## config.mk

```make
export PLATFORM = sky130hd
export DESIGN_NAME = mac_tx_pause_ctrl
export DESIGN_NICKNAME = d
export VERILOG_FILES = /design/src/rtl/mac_txp_pkg.sv /design/src/rtl/mac_txp_pause_timer.sv /design/src/rtl/mac_txp_heartbeat.sv /design/src/rtl/mac_txp_seq.sv /design/src/rtl/mac_tx_pause_ctrl.sv
export SDC_FILE = /design/constraint.sdc
export NUM_CORES = 1
export LEC_CHECK = 0
export BUFFER_PORTS_ARGS = -buffer_cell sky130_fd_sc_hd__buf_2
export CAP_MARGIN = 20
export CORE_MARGIN = 8
export CORE_UTILIZATION = 53
export DETAILED_ROUTE_END_ITERATION = 10
export HOLD_SLACK_MARGIN = 0.1
export PLACE_DENSITY = 0.84
export SYNTH_ARGS = -nofsm -noshare
export SYNTH_HDL_FRONTEND = slang
export SYNTH_SLANG_ARGS = --single-unit
```

## constraint.sdc

```tcl
create_clock -name clk_i -period 2.75 [get_ports clk_i]
set_input_delay 0 -clock clk_i [delete_from_list [all_inputs] [get_ports clk_i]]
set_output_delay 0 -clock clk_i [all_outputs]
set_load 0.01 [all_outputs]
```

## src/rtl/mac_txp_pkg.sv

```systemverilog
package mac_txp_pkg;
  typedef enum logic [1:0] {
    OWN_IDLE  = 2'd0,
    OWN_DATA  = 2'd1,
    OWN_PAUSE = 2'd2
  } line_owner_e;
endpackage

```

## src/rtl/mac_txp_pause_timer.sv

```systemverilog
module mac_txp_pause_timer #(
  parameter int QW    = 16,
  parameter int TICKS = 128
) (
  input  logic          clk_i,
  input  logic          rst_ni,
  input  logic          load_i,
  input  logic [QW-1:0] quanta_i,
  output logic          paused_o
);
  localparam int TW = $clog2(TICKS + 1);

  logic [TW-1:0] tick_q;
  logic [QW-1:0] quanta_q;
  logic          paused_q;
  logic          wrap;

  assign wrap = (tick_q == TW'(TICKS - 1));

  always_ff @(posedge clk_i or negedge rst_ni) begin
    if (!rst_ni) begin
      tick_q   <= '0;
      quanta_q <= '0;
      paused_q <= 1'b0;
    end else if (load_i) begin
      tick_q   <= '0;
      quanta_q <= quanta_i;
      paused_q <= (quanta_i != '0);
    end else if (paused_q) begin
      if (wrap) begin
        tick_q   <= '0;
        quanta_q <= quanta_q - 1'b1;
        if (quanta_q == QW'(1)) paused_q <= 1'b0;
      end else begin
        tick_q <= tick_q + 1'b1;
      end
    end
  end

  assign paused_o = paused_q;

  AST_PAUSE_LOAD: assert property (@(posedge clk_i) disable iff (!rst_ni)
    (load_i && quanta_i != '0) |=> paused_o);
  AST_ZERO_CANCEL: assert property (@(posedge clk_i) disable iff (!rst_ni)
    (load_i && quanta_i == '0) |=> !paused_o);
endmodule

```

## src/rtl/mac_txp_heartbeat.sv

```systemverilog
module mac_txp_heartbeat #(
  parameter int WIN = 8
) (
  input  logic clk_i,
  input  logic rst_ni,
  input  logic tx_done_i,
  input  logic hb_enable_i,
  input  logic collision_i,
  output logic hb_error_o
);
  localparam int WW = $clog2(WIN + 1);

  logic [WW-1:0] win_q;
  logic          seen_q;
  logic          err_q;

  always_ff @(posedge clk_i or negedge rst_ni) begin
    if (!rst_ni) begin
      win_q  <= '0;
      seen_q <= 1'b0;
      err_q  <= 1'b0;
    end else if (tx_done_i) begin
      win_q  <= hb_enable_i ? WW'(WIN) : '0;
      seen_q <= 1'b0;
      err_q  <= 1'b0;
    end else if (win_q != '0) begin
      win_q <= win_q - 1'b1;
      if (collision_i) seen_q <= 1'b1;
      if (win_q == WW'(1) && !seen_q && !collision_i) err_q <= 1'b1;
    end
  end

  assign hb_error_o = err_q;

  AST_HB_CLEAR: assert property (@(posedge clk_i) disable iff (!rst_ni)
    tx_done_i |=> !hb_error_o);
endmodule

```

## src/rtl/mac_txp_seq.sv

```systemverilog
module mac_txp_seq
  import mac_txp_pkg::*;
(
  input  logic clk_i,
  input  logic rst_ni,
  input  logic graceful_stop_i,
  input  logic pause_set_i,
  input  logic full_duplex_i,
  input  logic carrier_i,
  input  logic collision_i,
  input  logic frame_pending_i,
  input  logic tx_done_i,
  input  logic early_col_i,
  input  logic pause_done_i,
  input  logic rx_hold_i,
  output logic data_start_o,
  output logic pause_req_o,
  output logic stop_done_o,
  output logic tfc_pending_o
);
  line_owner_e owner_q, owner_d;
  logic tfc_q, gra_q, gra_done_q;
  logic line_ok, hold, start, pstart, stop_req, fire;

  always_comb begin
    line_ok  = full_duplex_i | (!carrier_i & !collision_i);
    hold     = graceful_stop_i | tfc_q | rx_hold_i;
    start    = (owner_q == OWN_IDLE) & frame_pending_i & !hold & line_ok;
    pstart   = (owner_q == OWN_IDLE) & tfc_q;
    stop_req = graceful_stop_i | tfc_q;
    fire     = stop_req & (owner_q != OWN_DATA) & !gra_done_q;
    owner_d  = owner_q;
    unique case (owner_q)
      OWN_IDLE:  if (pstart) owner_d = OWN_PAUSE;
                 else if (start) owner_d = OWN_DATA;
      OWN_DATA:  if (tx_done_i || early_col_i) owner_d = OWN_IDLE;
      OWN_PAUSE: if (pause_done_i) owner_d = OWN_IDLE;
      default:   owner_d = OWN_IDLE;
    endcase
  end

  always_ff @(posedge clk_i or negedge rst_ni) begin
    if (!rst_ni) begin
      owner_q    <= OWN_IDLE;
      tfc_q      <= 1'b0;
      gra_q      <= 1'b0;
      gra_done_q <= 1'b0;
    end else begin
      owner_q <= owner_d;
      if (pause_set_i) tfc_q <= 1'b1;
      else if (owner_q == OWN_PAUSE && pause_done_i) tfc_q <= 1'b0;
      gra_q      <= fire;
      gra_done_q <= stop_req & (gra_done_q | fire);
    end
  end

  assign data_start_o  = start;
  assign pause_req_o   = (owner_q == OWN_PAUSE);
  assign stop_done_o   = gra_q;
  assign tfc_pending_o = tfc_q;

  AST_GRA_SINGLE: assert property (@(posedge clk_i) disable iff (!rst_ni)
    stop_done_o |=> !stop_done_o);
  AST_PSEND_HOLD: assert property (@(posedge clk_i) disable iff (!rst_ni)
    (pause_req_o && !pause_done_i) |=> pause_req_o);
  AST_TFC_SELFCLR: assert property (@(posedge clk_i) disable iff (!rst_ni)
    (pause_req_o && pause_done_i && !pause_set_i) |=> !tfc_pending_o);
endmodule

```

## src/rtl/mac_tx_pause_ctrl.sv

```systemverilog
module mac_tx_pause_ctrl #(
  parameter int QW                = 16,
  parameter int TICKS_PER_QUANTUM = 128,
  parameter int HB_WINDOW         = 8
) (
  input  logic          clk_i,
  input  logic          rst_ni,
  input  logic          graceful_stop_i,
  input  logic          pause_set_i,
  input  logic          full_duplex_i,
  input  logic          hb_enable_i,
  input  logic          frame_pending_i,
  input  logic          tx_done_i,
  input  logic          early_col_i,
  input  logic          carrier_i,
  input  logic          collision_i,
  input  logic          pause_done_i,
  input  logic          rx_pause_i,
  input  logic [QW-1:0] rx_quanta_i,
  input  logic          station_addr_we_i,
  input  logic [31:0]   station_addr_wdata_i,
  output logic          data_start_o,
  output logic          pause_req_o,
  output logic          stop_done_o,
  output logic          tfc_pending_o,
  output logic          data_paused_o,
  output logic          hb_error_o,
  output logic [31:0]   station_addr_o
);
  logic rx_hold;
  logic [31:0] sa_q;

  mac_txp_pause_timer #(.QW(QW), .TICKS(TICKS_PER_QUANTUM)) u_timer (
    .clk_i    (clk_i),
    .rst_ni   (rst_ni),
    .load_i   (rx_pause_i & full_duplex_i),
    .quanta_i (rx_quanta_i),
    .paused_o (rx_hold)
  );

  mac_txp_seq u_seq (
    .clk_i           (clk_i),
    .rst_ni          (rst_ni),
    .graceful_stop_i (graceful_stop_i),
    .pause_set_i     (pause_set_i),
    .full_duplex_i   (full_duplex_i),
    .carrier_i       (carrier_i),
    .collision_i     (collision_i),
    .frame_pending_i (frame_pending_i),
    .tx_done_i       (tx_done_i),
    .early_col_i     (early_col_i),
    .pause_done_i    (pause_done_i),
    .rx_hold_i       (rx_hold),
    .data_start_o    (data_start_o),
    .pause_req_o     (pause_req_o),
    .stop_done_o     (stop_done_o),
    .tfc_pending_o   (tfc_pending_o)
  );

  mac_txp_heartbeat #(.WIN(HB_WINDOW)) u_hb (
    .clk_i       (clk_i),
    .rst_ni      (rst_ni),
    .tx_done_i   (tx_done_i),
    .hb_enable_i (hb_enable_i),
    .collision_i (collision_i),
    .hb_error_o  (hb_error_o)
  );

  // software-initialised, deliberately no reset
  always_ff @(posedge clk_i) begin
    if (station_addr_we_i) sa_q <= station_addr_wdata_i;
  end

  assign data_paused_o  = rx_hold;
  assign station_addr_o = sa_q;

  AST_HOLD_RX: assert property (@(posedge clk_i) disable iff (!rst_ni)
    data_paused_o |-> !data_start_o);
endmodule

```

# Word level (Yosys, flattened, before mapping)
# Index checks and enable logic that the tools add are counted.
totals:
  reg_bits: 68
  input_bits: 62
  out_inout_bits: 38
  word_cells: 84
op_classes:
  add_sub_neg: 3
  eq_ne: 9
  mux: 26
  bitwise_logic: 13
  n_reduce_logical: 22
ops:
  columns: ["op", "n"]
  rows:
  - ["$mux W16", 3]
  - ["$mux W8", 3]
  - ["$eq A16 B1 Y1 const B", 1]
  - ["$reduce_bool A16 Y1", 1]
  - ["$sub A16 B1 Y16 const B", 1]
  - ["$mux W1", 12]
  - ["$mux W4", 3]
  - ["$reduce_bool A2 Y1", 6]
  - ["$and A1 B1 Y1", 9]
  - ["$add A8 B1 Y8 const B", 1]
  - ["$eq A8 B7 Y1 const B", 1]
  - ["$mux W2", 4]
  - ["$pmux W2 S3", 1]
  - ["$reduce_and A2 Y1", 3]
  - ["$logic_not A1 Y1", 5]
  - ["$eq A4 B1 Y1 const B", 1]
  - ["$ne A2 B1 Y1 const B", 2]
  - ["$or A1 B1 Y1", 4]
  - ["$reduce_bool A4 Y1", 1]
  - ["$sub A4 B1 Y4 const B", 1]
  - ["$logic_and A1 B1 Y1", 3]
  - ["$ne A3 B2 Y1 const B", 1]
  - ["$reduce_and A3 Y1", 1]
  - ["$eq A2 B1 Y1 const B", 1]
  - ["other kinds (4)", 4]

# Depth between registers and ports, before layout
# Gate-level depths: netlist of the first run.
depth:
  depth_word: 8
  ltp_mapped: 6
  depth_no_buf: 5

# By module
# From an unflattened synthesis of the first run, not the netlist that was laid out.
unflattened:
  cells_unflattened: 245
  hier_area_um2: 2959.1
modules_own_cells:
  columns: ["module", "instances", "cells_per_inst", "area_per_inst_um2", "seq_area_each_um2"]
  rows:
  - ["mac_txp_pause_timer", 1, 160, 1446.4, 625.6]
  - ["mac_tx_pause_ctrl", 1, 33, 967.2, 960.9]
  - ["mac_txp_heartbeat", 1, 29, 302.8, 150.1]
  - ["mac_txp_seq", 1, 23, 242.7, 125.1]

# Worst setup path before layout of the first run
# Ideal clock, no wire load.
synth_path:
  path_kind: "register -> register"
  startpoint: "register u_timer.tick_q[0]"
  endpoint: "register u_timer.quanta_q[7]"
  setup_time_ps: 82
  t_arrival_ps: 1776
  t_required_ps: 2668
  slack_ps: 892
  stages_incl_launch_ff: 6
  n_path_buf: 0
  synth_period_minus_slack_ps: 1858
  path_cell_list: "dfrtp_1 ha_1 and4b_1 nand3_1 or4_2 a31oi_1"
synth_via:
  elab_chain_len: 3
synth_lines:
  columns: ["element", "line_no", "text"]
  rows:
  - ["start: declaration", "mac_txp_pause_timer.sv:13", "logic [TW-1:0] tick_q;"]
  - ["start signal: assignment", "mac_txp_pause_timer.sv:35", "tick_q <= tick_q + 1'b1;"]
  - ["$eq A8 B7 Y1", "mac_txp_pause_timer.sv:18", "assign wrap = (tick_q == TW'(TICKS - 1));"]
  - ["$reduce_bool A2 Y1 (no source line)", null, null]
  - ["$reduce_and A2 Y1 (no source line)", null, null]
  - ["end signal: assignment", "mac_txp_pause_timer.sv:27", "quanta_q <= quanta_i;"]
  - ["end signal: assignment", "mac_txp_pause_timer.sv:32", "quanta_q <= quanta_q - 1'b1;"]
  - ["end: declaration", "mac_txp_pause_timer.sv:14", "logic [QW-1:0] quanta_q;"]
# No other way between the ends.
# A chain may end at the register's enable or synchronous reset.

# Worst setup path after layout of the first run
# Same ends and word-level chain as after synthesis.

==> flow_summary_export.csv, run 1 <==
group,metric,value,unit
detailed_routing,ant_nets,0,
sta,period_share,79.3,%
floorplan,start_util,53.5,%
worst_setup_path,reg2reg_to,"u_timer.quanta_q[7]",
power,internal-power,2140,uW
detailed_routing,vias,2570,
worst_setup_path,worst-r2r-setup-slack,0.57,ns
floorplan,die_h,89.9,um
power,irDropWorstVdd,0.372,mV
detailed_routing,remaining_drc_errors,0,
hold_path,hold_depth,1,
power,seq_power_share,45.6,%
worst_setup_path,end_kind,"flop",
clocking,cts_root_buf,"clkbuf_8",
worst_setup_path,cp_data_required_time,3.00,ns
clocking,clk_latency,0.33,ns
sta,setup-violations-final,0,
worst_setup_path,critical_path_class,"reg -> reg",
run_status,status,"finished, final reports clean",
clocking,htree_levels,3,
power,power.density,664,nW/um^2
floorplan,std_cell_rows,27,
sta,fmax,0.459,GHz
sta,slew_viol_final,0,
flow_run,drv_cap,0,
global_routing,grt_pass1_wl,13900,um
sta,finalHoldViolations,0,
detailed_routing,wl_per_cell,17.6,um
floorplan,coreArea,5410,sq um
sta,rsz0062_at_grt,"no",
hold_path,hold_start,"station_addr_we_i",
synth,synth_area,2890,sq um
power,pwr-share-comb,17.1,%
clocking,post_cts_resized,0,
synth,synth_edf_count,32,
sta,worst_pin_slew,0.794,ns
floorplan,io_pins,100,
clocking,cts_num_sinks,68,
placement,portBuffers,99,
clocking,tritoncts,"yes",
synth,seq_area_frac_synth,64.3,%
hold_path,hold_class,"in -> reg",
power,p_leak,0.00184,uW
clocking,numCtsBuffers,9,
clocking,path_clk_slew,0.08,ns
placement,dp_hpwl,5000,um
final_layout,final_cells,475,
hold_path,whs_endpoint,"station_addr_o[17]",
sta,finalSetupTns,0,ns
floorplan,dieArea,8080,sq um
detailed_routing,drt-pass1-iter-count,4,
final_layout,final_common_cell,"buf_2",
synth,ys_seq_elements,68,
sta,period_needed,2.18,ns
placement,place.gp.congestion,0.861,
power,p_switching,708,uW
synth,syn-num-nets,305,
final_layout,mostFrequentLayoutCells,"99 x buf_2, 58 x dlygate4sd3_1, 36 x dfrtp_1, 32 x edfxtp_1, 29 x nor2_1",
synth,synth_cell_types,43,
detailed_routing,drt_iter0_drc,125,
power,switching_share,24.8,%
synth,yosys-top-cells-area,"edfxtp_1 33%, dfrtp_1 31%, nor2_1 3.8%",
synth,synth_cells,238,
power,power_frac_clock,37.3,%
global_routing,grt_max_degree,37,
global_routing,grt_overflow,0,
power,total_power,2850,uW
final_layout,n_antenna_cell,0,
synth,ys.flop_type,"dfrtp_1",
detailed_routing,wl,8370,um
detailed_routing,vias_per_cell,5.41,
clocking,cts_buffer_depth,2,
global_routing,antenna_found_initial,0,
worst_setup_path,reg2reg_depth,5,
synth,synth.avg_cell_area,12.2,sq um
sta,timing.hold.ws,0.248,ns
sta,skew,0.00749,ns
placement,dp.cells,401,
final_layout,num-nets-final,465,
final_layout,utilization,79.4,%
floorplan,dieWidth,89.9,um
global_routing,grt_use_total,21.1,%
final_layout,drive_above_1_share,29.5,%
worst_setup_path,cp_data_arrival_time,2.43,ns
final_layout,fillCellCount,333,
synth,yosysTopAreaCell,"edfxtp_1",
synth,async_reset_ff_share,52.9,%
worst_setup_path,reg2reg_from,"u_timer.tick_q[0]",
synth,synth_top_area_share,33.2,%
global_routing,grt_pass1_vias,2645,
worst_setup_path,critPathMaxFanout,10,
synth,yosys_warnings,0,
worst_setup_path,crit_path_start_kind,"flop",
final_layout,areaGrowthSynthToFinish,48.3,%
sta,slew-limit-headroom,47.0,%
[cells in the mapped netlist, drive strengths merged, types with 5 or more instances]
library cell / n
ha: 5
a21oi: 5
nor4: 7
clkbuf: 7
edfxtp: 32
dfrtp: 36
o21ai: 12
nand3: 5
or3: 7
nand2: 13
a31oi: 9
xor2: 7
nor2: 29
nor3: 6
or4: 6
[kinds of logic (layout without fill, tap and decap cells)]
kind of cell	Yosys count	count (layout)	synth area share (%)
adder cells (fa/ha/maj)	5	5	2.16
buffers and inverters	12	177	1.60
multiplexers	3	3	1.08
AND/OR/NAND/NOR	99	99	18.8
flip-flops	68	68	64.3
AO/OA/AOI/OAI	41	41	8.95
XOR/XNOR	10	10	3.03
[power groups by stage]
stage,sequential [uW],clock [uW],combinational (uW)
floorplan,1310,0,231
global placement,1300,0,390
detailed placement,1310,0,407
CTS,1290,1070,484
global route,1310,1120,549
finish,1300,1060,489
[state kept, by name, indices dropped and copies added, names as in the netlist]
register             flops
station_addr_o          32
u_hb.hb_error_o          1
u_hb.seen_q              1
u_hb.win_q               4
u_seq.gra_done_q         1
u_seq.owner_q            2
u_seq.stop_done_o        1
u_seq.tfc_pending_o      1
u_timer.paused_o         1
u_timer.quanta_q        16
u_timer.tick_q           8
[layout make-up]
type / instances / area (sq um) / share of cell area (%)
clock inverters: 6 / 136 / 3.18
clock buffers: 10 / 128 / 2.97
repair buffers: 157 / 1080 / 25.1
well taps: 72 / 90.1 / 2.10
inverters: 4 / 15.0 / 0.350
flip-flops and latches: 68 / 1860 / 43.4
multi-input cells: 158 / 986 / 23.0
[metrics by stage]
stage	area [sq um]	setup WS, ns
6_report	4290	0.570
5_1_grt	4290	0.399
4_1_cts	4290	0.590
3_5_place_dp	3450	0.594
3_3_place_gp	3450	0.730
2_1_floorplan	2890	0.892
[critical path, stage by stage, from the launching register on]
cell and delay, ns:
dfrtp_1 0.41, ha_1 0.28, and4b_1 0.32, nand3_1 0.30, or4_2 0.62, a31oi_1 0.17
[worst max path at each step]
stage | start | end | slack, ns | cells after the start
after global routing | u_timer.tick_q[0] | u_timer.quanta_q[7] | 0.40 | 5
final | u_timer.tick_q[0] | u_timer.quanta_q[7] | 0.57 | 5
after detailed placement | u_timer.tick_q[0] | u_timer.quanta_q[7] | 0.59 | 5
after floorplan | u_timer.tick_q[0] | u_timer.quanta_q[7] | 0.89 | 5
after CTS | u_timer.tick_q[0] | u_timer.quanta_q[7] | 0.59 | 5
after global placement | u_timer.tick_q[0] | u_timer.quanta_q[7] | 0.73 | 5
[metal layers]
metal | part of all wire [%] | track usage [%]
met4 | 0.81 | 6.24
met5 | 0 | 0
met2 | 51 | 36.1
met3 | 7.3 | 5.90
met1 | 41 | 25.2
[what timing repair did]
action                    CTS  global route
hold endpoints to repair   96             0
hold buffers               58             0
setup buffers               0             0
Note: power is estimated with default switching activity, not from simulation.
==> inputs of run 2 (changes only) <==
Settings changed: ABC_AREA set to 1, CORE_UTILIZATION 53 to 51, PLACE_DENSITY 0.84 to 0.8.
Clock period 2.75 ns to 2.3 ns, I/O delays scaled along.
==> run 2 against run 1 <==
Against the previous run:
- wire length grew 4.7%
- critical path depth grew 1
- worst setup slack gained 0.019 ns
- largest cell class unchanged
- final cell count grew 25%
- register-to-register slack gained 0.02 ns
==> flow_summary_export.csv, run 2 <==
group,metric,value,unit
run_status,status,"finished, final reports clean",
worst_setup_path,cp_cell_sequence,"inv_1 -> ha_1 -> nand2_1 -> nand2_1 -> o21ai_0 -> dlygate4sd3_1",
floorplan,dieArea,8960,sq um
synth,ys_seq_elements,68,
floorplan,dieWidth,94.7,um
clocking,path_clk_slew,0.07,ns
synth,synth_cell_types,33,
detailed_routing,wl_per_cell,14.8,um
final_layout,areaGrowthSynthToFinish,43.5,%
synth,yosys_warnings,0,
worst_setup_path,crit_top_cell,"nand2_1",
synth,synth_edf_count,32,
worst_setup_path,critical_path_class,"reg -> reg",
sta,fmax,0.585,GHz
power,p_switching,1030,uW
clocking,tritoncts,"yes",
final_layout,largest_register_ffs,32,
power,seq_power_share,48.3,%
synth,yosys-top-cells-area,"edfxtp_1 30%, dfrtp_1 29%, nor2_1 8.2%",
final_layout,n_antenna_cell,0,
final_layout,drive_above_1_share,23.3,%
worst_setup_path,slowest_delay,0.57,ns
sta,finalSetupTns,0,ns
floorplan,io_pins,100,
placement,place.gp.congestion,0.915,
power,pwr-share-comb,23.5,%
final_layout,num-nets-final,581,
power,irDropWorstVdd,0.505,mV
worst_setup_path,critPathSlowestCell,"dlygate4sd3_1",
global_routing,grt_pass1_vias,2964,
sta,period_needed,1.71,ns
sta,worst_pin_slew,0.828,ns
worst_setup_path,crit_family,"buffers and inverters",
worst_setup_path,crit_path_start_kind,"flop",
floorplan,std_cell_rows,28,
placement,portBuffers,99,
worst_setup_path,path_buf_inv,2,
power,switching_share,30.9,%
final_layout,mostFrequentLayoutCells,"99 x buf_2, 69 x nor2_1, 68 x nand2_1, 61 x dlygate4sd3_1, 39 x inv_1",
floorplan,start_util,53.0,%
global_routing,antenna_found_initial,0,
worst_setup_path,end_kind,"flop",
detailed_routing,vias_per_cell,5.03,
clocking,cts_root_buf,"clkbuf_8",
sta,slew_viol_final,0,
clocking,clk_latency,0.35,ns
flow_run,drv_cap,0,
sta,rsz0062_at_grt,"no",
synth,yosysTopAreaCell,"edfxtp_1",
hold_path,hold_class,"in -> reg",
synth,yosys-top-cells-count,"69 x nor2_1, 68 x nand2_1, 39 x inv_1",
floorplan,die_h,94.7,um
synth,seq_area_frac_synth,59.0,%
synth,syn-num-nets,413,
clocking,post_cts_resized,0,
sta,period_share,74.4,%
clocking,htree_levels,3,
clocking,cts_buffer_depth,2,
final_layout,final_cell_area,4530,sq um
sta,slew-limit-headroom,44.8,%
worst_setup_path,cp_data_required_time,2.58,ns
synth,synth.most_common_cell,"nor2_1",
power,power_frac_clock,28.2,%
placement,dp_hpwl,5890,um
synth,synth.avg_cell_area,9.12,sq um
placement,place_area,3730,sq um
sta,skew,0.0127,ns
power,p_leak,0.00211,uW
clocking,post_cts_buffers,0,
clocking,cts_num_sinks,68,
clocking,numCtsBuffers,9,
final_layout,final_common_cell,"buf_2",
detailed_routing,ant_nets,0,
global_routing,grt_use_total,20.2,%
global_routing,grt_pass1_wl,14100,um
power,power.density,738,nW/um^2
sta,setup-violations-final,0,
global_routing,grt_max_degree,37,
floorplan,coreArea,5960,sq um
detailed_routing,vias,2987,
global_routing,grt_overflow,0,
worst_setup_path,critPathMaxFanout,5,
synth,async_reset_ff_share,52.9,%
power,internal-power,2310,uW
detailed_routing,drt-pass1-iter-count,4,
detailed_routing,remaining_drc_errors,0,
sta,finalHoldViolations,0,
detailed_routing,wl,8770,um
detailed_routing,drt_iter0_drc,171,
synth,synth_top_area_share,30.5,%
synth,synth_area,3160,sq um
synth,ys.flop_type,"dfrtp_1",
synth,synth_cells,346,
worst_setup_path,cp_data_arrival_time,1.99,ns
==> run 2: cell count changes in the layout (fill, tap and decap cells not counted), sizes merged, moves of 7 or more <==
cell and change:
o21ai +16, nand2 +58, or3 -7, inv +35
a31oi -9, nand3 +19, nor2 +43
==> run 2: final timing paths <==
| kind | depth (start not counted) | endpoint | startpoint | slack [ns] |
|---|---|---|---|---|
| worst max register to register | 6 | u_hb.win_q[3] | u_hb.win_q[0] | 0.59 |
| worst max-delay path | 6 | u_hb.win_q[3] | u_hb.win_q[0] | 0.59 |
| worst min register to register | 1 | u_seq.stop_done_o | u_seq.gra_done_q | 0.46 |
| worst min-delay path | 1 | station_addr_o[22] | station_addr_we_i | 0.23 |
| max in group asynchronous | 2 | u_timer.quanta_q[8] | rst_ni | 1.49 |
| min in group asynchronous | 2 | u_seq.owner_q[0] | rst_ni | 0.29 |
==> run 2: repair_timing <==
action,4_1_cts,5_1_grt
setup endpoints to repair,0,0
hold buffers,61,0
endpoints found under the hold margin,96,0
==> run 2: power by group through the flow <==
stage	Clock, uW	Sequential, uW	Combinational [uW]
floorplan	0	1630	417
global placement	0	1620	662
detailed placement	0	1630	685
CTS	965	1600	783
global route	1010	1640	893
finish	941	1610	786
==> run 2: worst register-to-register path, cell delays in order, from the launching register on <==
cell           delay, ns
dfrtp_1             0.42
inv_1               0.07
ha_1                0.22
nand2_1             0.11
nand2_1             0.09
o21ai_0             0.17
dlygate4sd3_1       0.57
==> run 2: through the flow <==
step	total power, uW	utilization, %	cells	hold WS, ns	setup WS (ns)
2_1_floorplan	2040	-	346	-0.296	0.940
3_3_place_gp	2280	62.6	517	0.141	0.765
3_5_place_dp	2310	62.6	517	0.141	0.714
4_1_cts	3350	76.0	594	0.226	0.630
5_1_grt	3540	76.0	594	0.242	0.442
6_report	3340	76.0	594	0.229	0.589
==> run 2: cell families (layout without fill, tap and decap cells) <==
family          count (synthesis)  count (layout)  synth area share (%)
simple gates                  180             180                  24.2
flops                          68              68                  59.0
compound gates                 48              48                  8.76
buf+inv                        42             215                  5.23
fa+ha+maj                       5               5                  1.98
xor+xnor                        3               3                 0.833
==> run 2: layout make-up <==
class / instances / area (sq um)
flip-flops and latches: 68 / 1860
clock buffers: 9 / 124
inverters: 39 / 146
repair buffers: 160 / 1110
fillers: 436 / 1430
multi-input cells: 236 / 1130
clock inverters: 7 / 67.6
well taps: 75 / 93.8
==> run 2: routing by layer <==
| layer | vias to the layer above | part of all wire, % | GRT usage, % |
|---|---|---|---|
| met5 | - | 0 | 0 |
| met4 | 0 | 1.8 | 8.06 |
| met3 | 17 | 8.4 | 5.24 |
| met2 | 140 | 46 | 33.3 |
| met1 | 1343 | 44 | 24.6 |
| li1 | 1487 | - | - |
==> inputs of run 3 (changes only) <==
Settings changed: ABC_AREA 1 to 0, CORE_UTILIZATION 51 to 45, PLACE_DENSITY 0.8 to 0.76.
Clock period 2.3 ns to 1.5 ns, I/O delays scaled along.
==> run 3 against run 2 <==
Against the previous run:
- the run now ends with negative setup slack left
- utilization is 0.11 points lower
- maximum frequency down 7.9%
- non-clock buffer count grew 44
- worst setup slack worse by 0.95 ns
- sequential power grew 46%
- clock skew shrank 0.00052 ns
- critical path type unchanged
- critical endpoint is now u_timer.quanta_q[6]
- largest cell class unchanged
- largest power group unchanged
- highest routed layer unchanged
==> flow_summary_export.csv, run 3 (synthesis results as in run 1) <==
group,metric,value,unit
detailed_routing,vias,2727,
floorplan,dieArea,9250,sq um
sta,worst_pin_slew,0.700,ns
floorplan,io_pins,100,
final_layout,final_cell_area,4770,sq um
flow_run,drv_cap,0,
final_layout,drive_above_1_share,40.9,%
floorplan,dieWidth,96.2,um
hold_path,hold_start,"frame_pending_i",
placement,dp_hpwl,5600,um
final_layout,fillCellCount,388,
worst_setup_path,cp_data_arrival_time,2.13,ns
global_routing,grt_pass1_vias,2833,
final_layout,num-nets-final,512,
placement,place_area,3800,sq um
worst_setup_path,critPathMaxFanout,3,
worst_setup_path,reg2reg_to,"u_timer.quanta_q[6]",
hold_path,hold_class,"in -> reg",
clocking,cts_root_buf,"clkbuf_8",
sta,fmax,0.538,GHz
global_routing,grt_overflow,0,
sta,finalSetupTns,-2.33,ns
detailed_routing,drt-pass1-iter-count,5,
detailed_routing,remaining_drc_errors,0,
hold_path,whs_endpoint,"u_seq.owner_q[0]",
detailed_routing,drt_iter0_drc,96,
sta,finalHoldViolations,0,
run_status,violations,"negative setup slack",
clocking,cts_buffer_depth,2,
sta,slew-limit-headroom,53.2,%
worst_setup_path,end_kind,"flop",
sta,skew,0.0121,ns
sta,period_share,124,%
floorplan,die_h,96.2,um
power,power.density,1090,nW/um^2
final_layout,largest_register_ffs,32,
final_layout,n_antenna_cell,0,
clocking,tritoncts,"yes",
final_layout,areaGrowthSynthToFinish,64.7,%
floorplan,std_cell_rows,29,
clocking,numCtsBuffers,9,
detailed_routing,ant_nets,0,
power,p_leak,0.00209,uW
worst_setup_path,cp_data_required_time,1.77,ns
power,irDropWorstVdd,0.749,mV
clocking,htree_levels,3,
final_layout,final_common_cell,"buf_2",
detailed_routing,wl,8740,um
sta,setup-violations-final,12,
worst_setup_path,critical_path_class,"reg -> reg",
worst_setup_path,reg2reg_from,"u_timer.quanta_q[3]",
clocking,cts_num_sinks,68,
run_status,status,"finished with violations",
final_layout,utilization,75.9,%
final_layout,multiInputGateArea,1120,sq um
sta,rsz0062_at_grt,"yes",
detailed_routing,wl_per_cell,16.6,um
placement,place_ws,-0.337,ns
global_routing,grt_pass1_wl,13700,um
global_routing,grt_max_degree,37,
clocking,path_clk_slew,0.08,ns
floorplan,coreArea,6280,sq um
global_routing,grt_use_total,19.2,%
sta,period_needed,1.86,ns
worst_setup_path,worst-r2r-setup-slack,-0.36,ns
sta,slew_viol_final,0,
placement,portBuffers,99,
worst_setup_path,reg2reg_depth,4,
clocking,clk_latency,0.34,ns
sta,worst_slack,-0.357,ns
hold_path,hold_depth,4,
worst_setup_path,crit_path_start_kind,"flop",
floorplan,start_util,46.1,%
placement,place.gp.congestion,0.798,
detailed_routing,vias_per_cell,5.17,
final_layout,mostFrequentLayoutCells,"99 x buf_2, 56 x dlygate4sd3_1, 39 x buf_4, 36 x dfrtp_1, 32 x edfxtp_1",
final_layout,seq_area,1860,sq um
global_routing,antenna_found_initial,0,
-- run 3: changes by cell type in the layout (fill, tap and decap cells not counted), sizes merged, moves of 7 or more --
cell and change:
nand3 -19, nor2 -43, buf +49, inv -35
a31oi +9, o21ai -16, or3 +7, nand2 -58
-- run 3: area by class of cell --
| type | count | share of cell area [%] |
|---|---|---|
| clock buffer | 9 | 2.60 |
| clock inverter | 7 | 1.92 |
| inverter | 4 | 0.315 |
| multi-input combinational | 158 | 23.4 |
| sequential | 68 | 39.1 |
| tap | 77 | 2.02 |
| timing repair buffer | 204 | 30.7 |
-- run 3: metal layers --
metal,part of all wire (%),GRT usage [%],vias to the layer above
met5,0,0,-
met3,9.5,5.07,12
met4,1.3,5.76,0
met2,48,32.7,112
met1,41,23.1,1299
li1,-,-,1304
-- run 3: what timing repair did --
action,4_1_cts,5_1_grt
setup endpoints to repair,14,18
gates resized for setup,12,22
pin swaps,7,16
buffers inserted,4,5
hold buffers,56,0
hold endpoints to repair,96,0
-- run 3: critical path, stage by stage (launching register included) --
cell,delay (ns)
dfrtp_1,0.39
or4_4,0.54
buf_4,0.15
or4_2,0.60
nand3_1,0.10
-- run 3: power by group --
part | internal, uW | leakage (uW) | total [uW] | switching [uW]
logic | 645 | 0.00123 | 1190 | 548
clock network | 930 | 0.000111 | 1650 | 719
registers | 2190 | 0.000753 | 2350 | 164
total | 3760 | 0.00209 | 5200 | 1430
-- run 3: stage by stage --
stage          power, uW  hold slack [ns]  std cells
3_3_place_gp        3300           0.0684        448
3_5_place_dp        3350           0.0726        448
4_1_cts             5160            0.162        524
2_1_floorplan       2850           -0.296        238
6_report            5200            0.171        527
5_1_grt             5470            0.191        527
-- run 3: worst max-delay path by stage --
stage / from / endpoint / cells after the start
global placement: u_timer.quanta_q[5] / u_timer.quanta_q[8] / 4
global route: u_timer.quanta_q[3] / u_timer.quanta_q[6] / 4
floorplan: u_timer.quanta_q[5] / u_timer.quanta_q[8] / 4
CTS: u_timer.quanta_q[5] / u_timer.quanta_q[8] / 4
finish: u_timer.quanta_q[3] / u_timer.quanta_q[6] / 4
detailed placement: u_timer.quanta_q[5] / u_timer.quanta_q[8] / 4
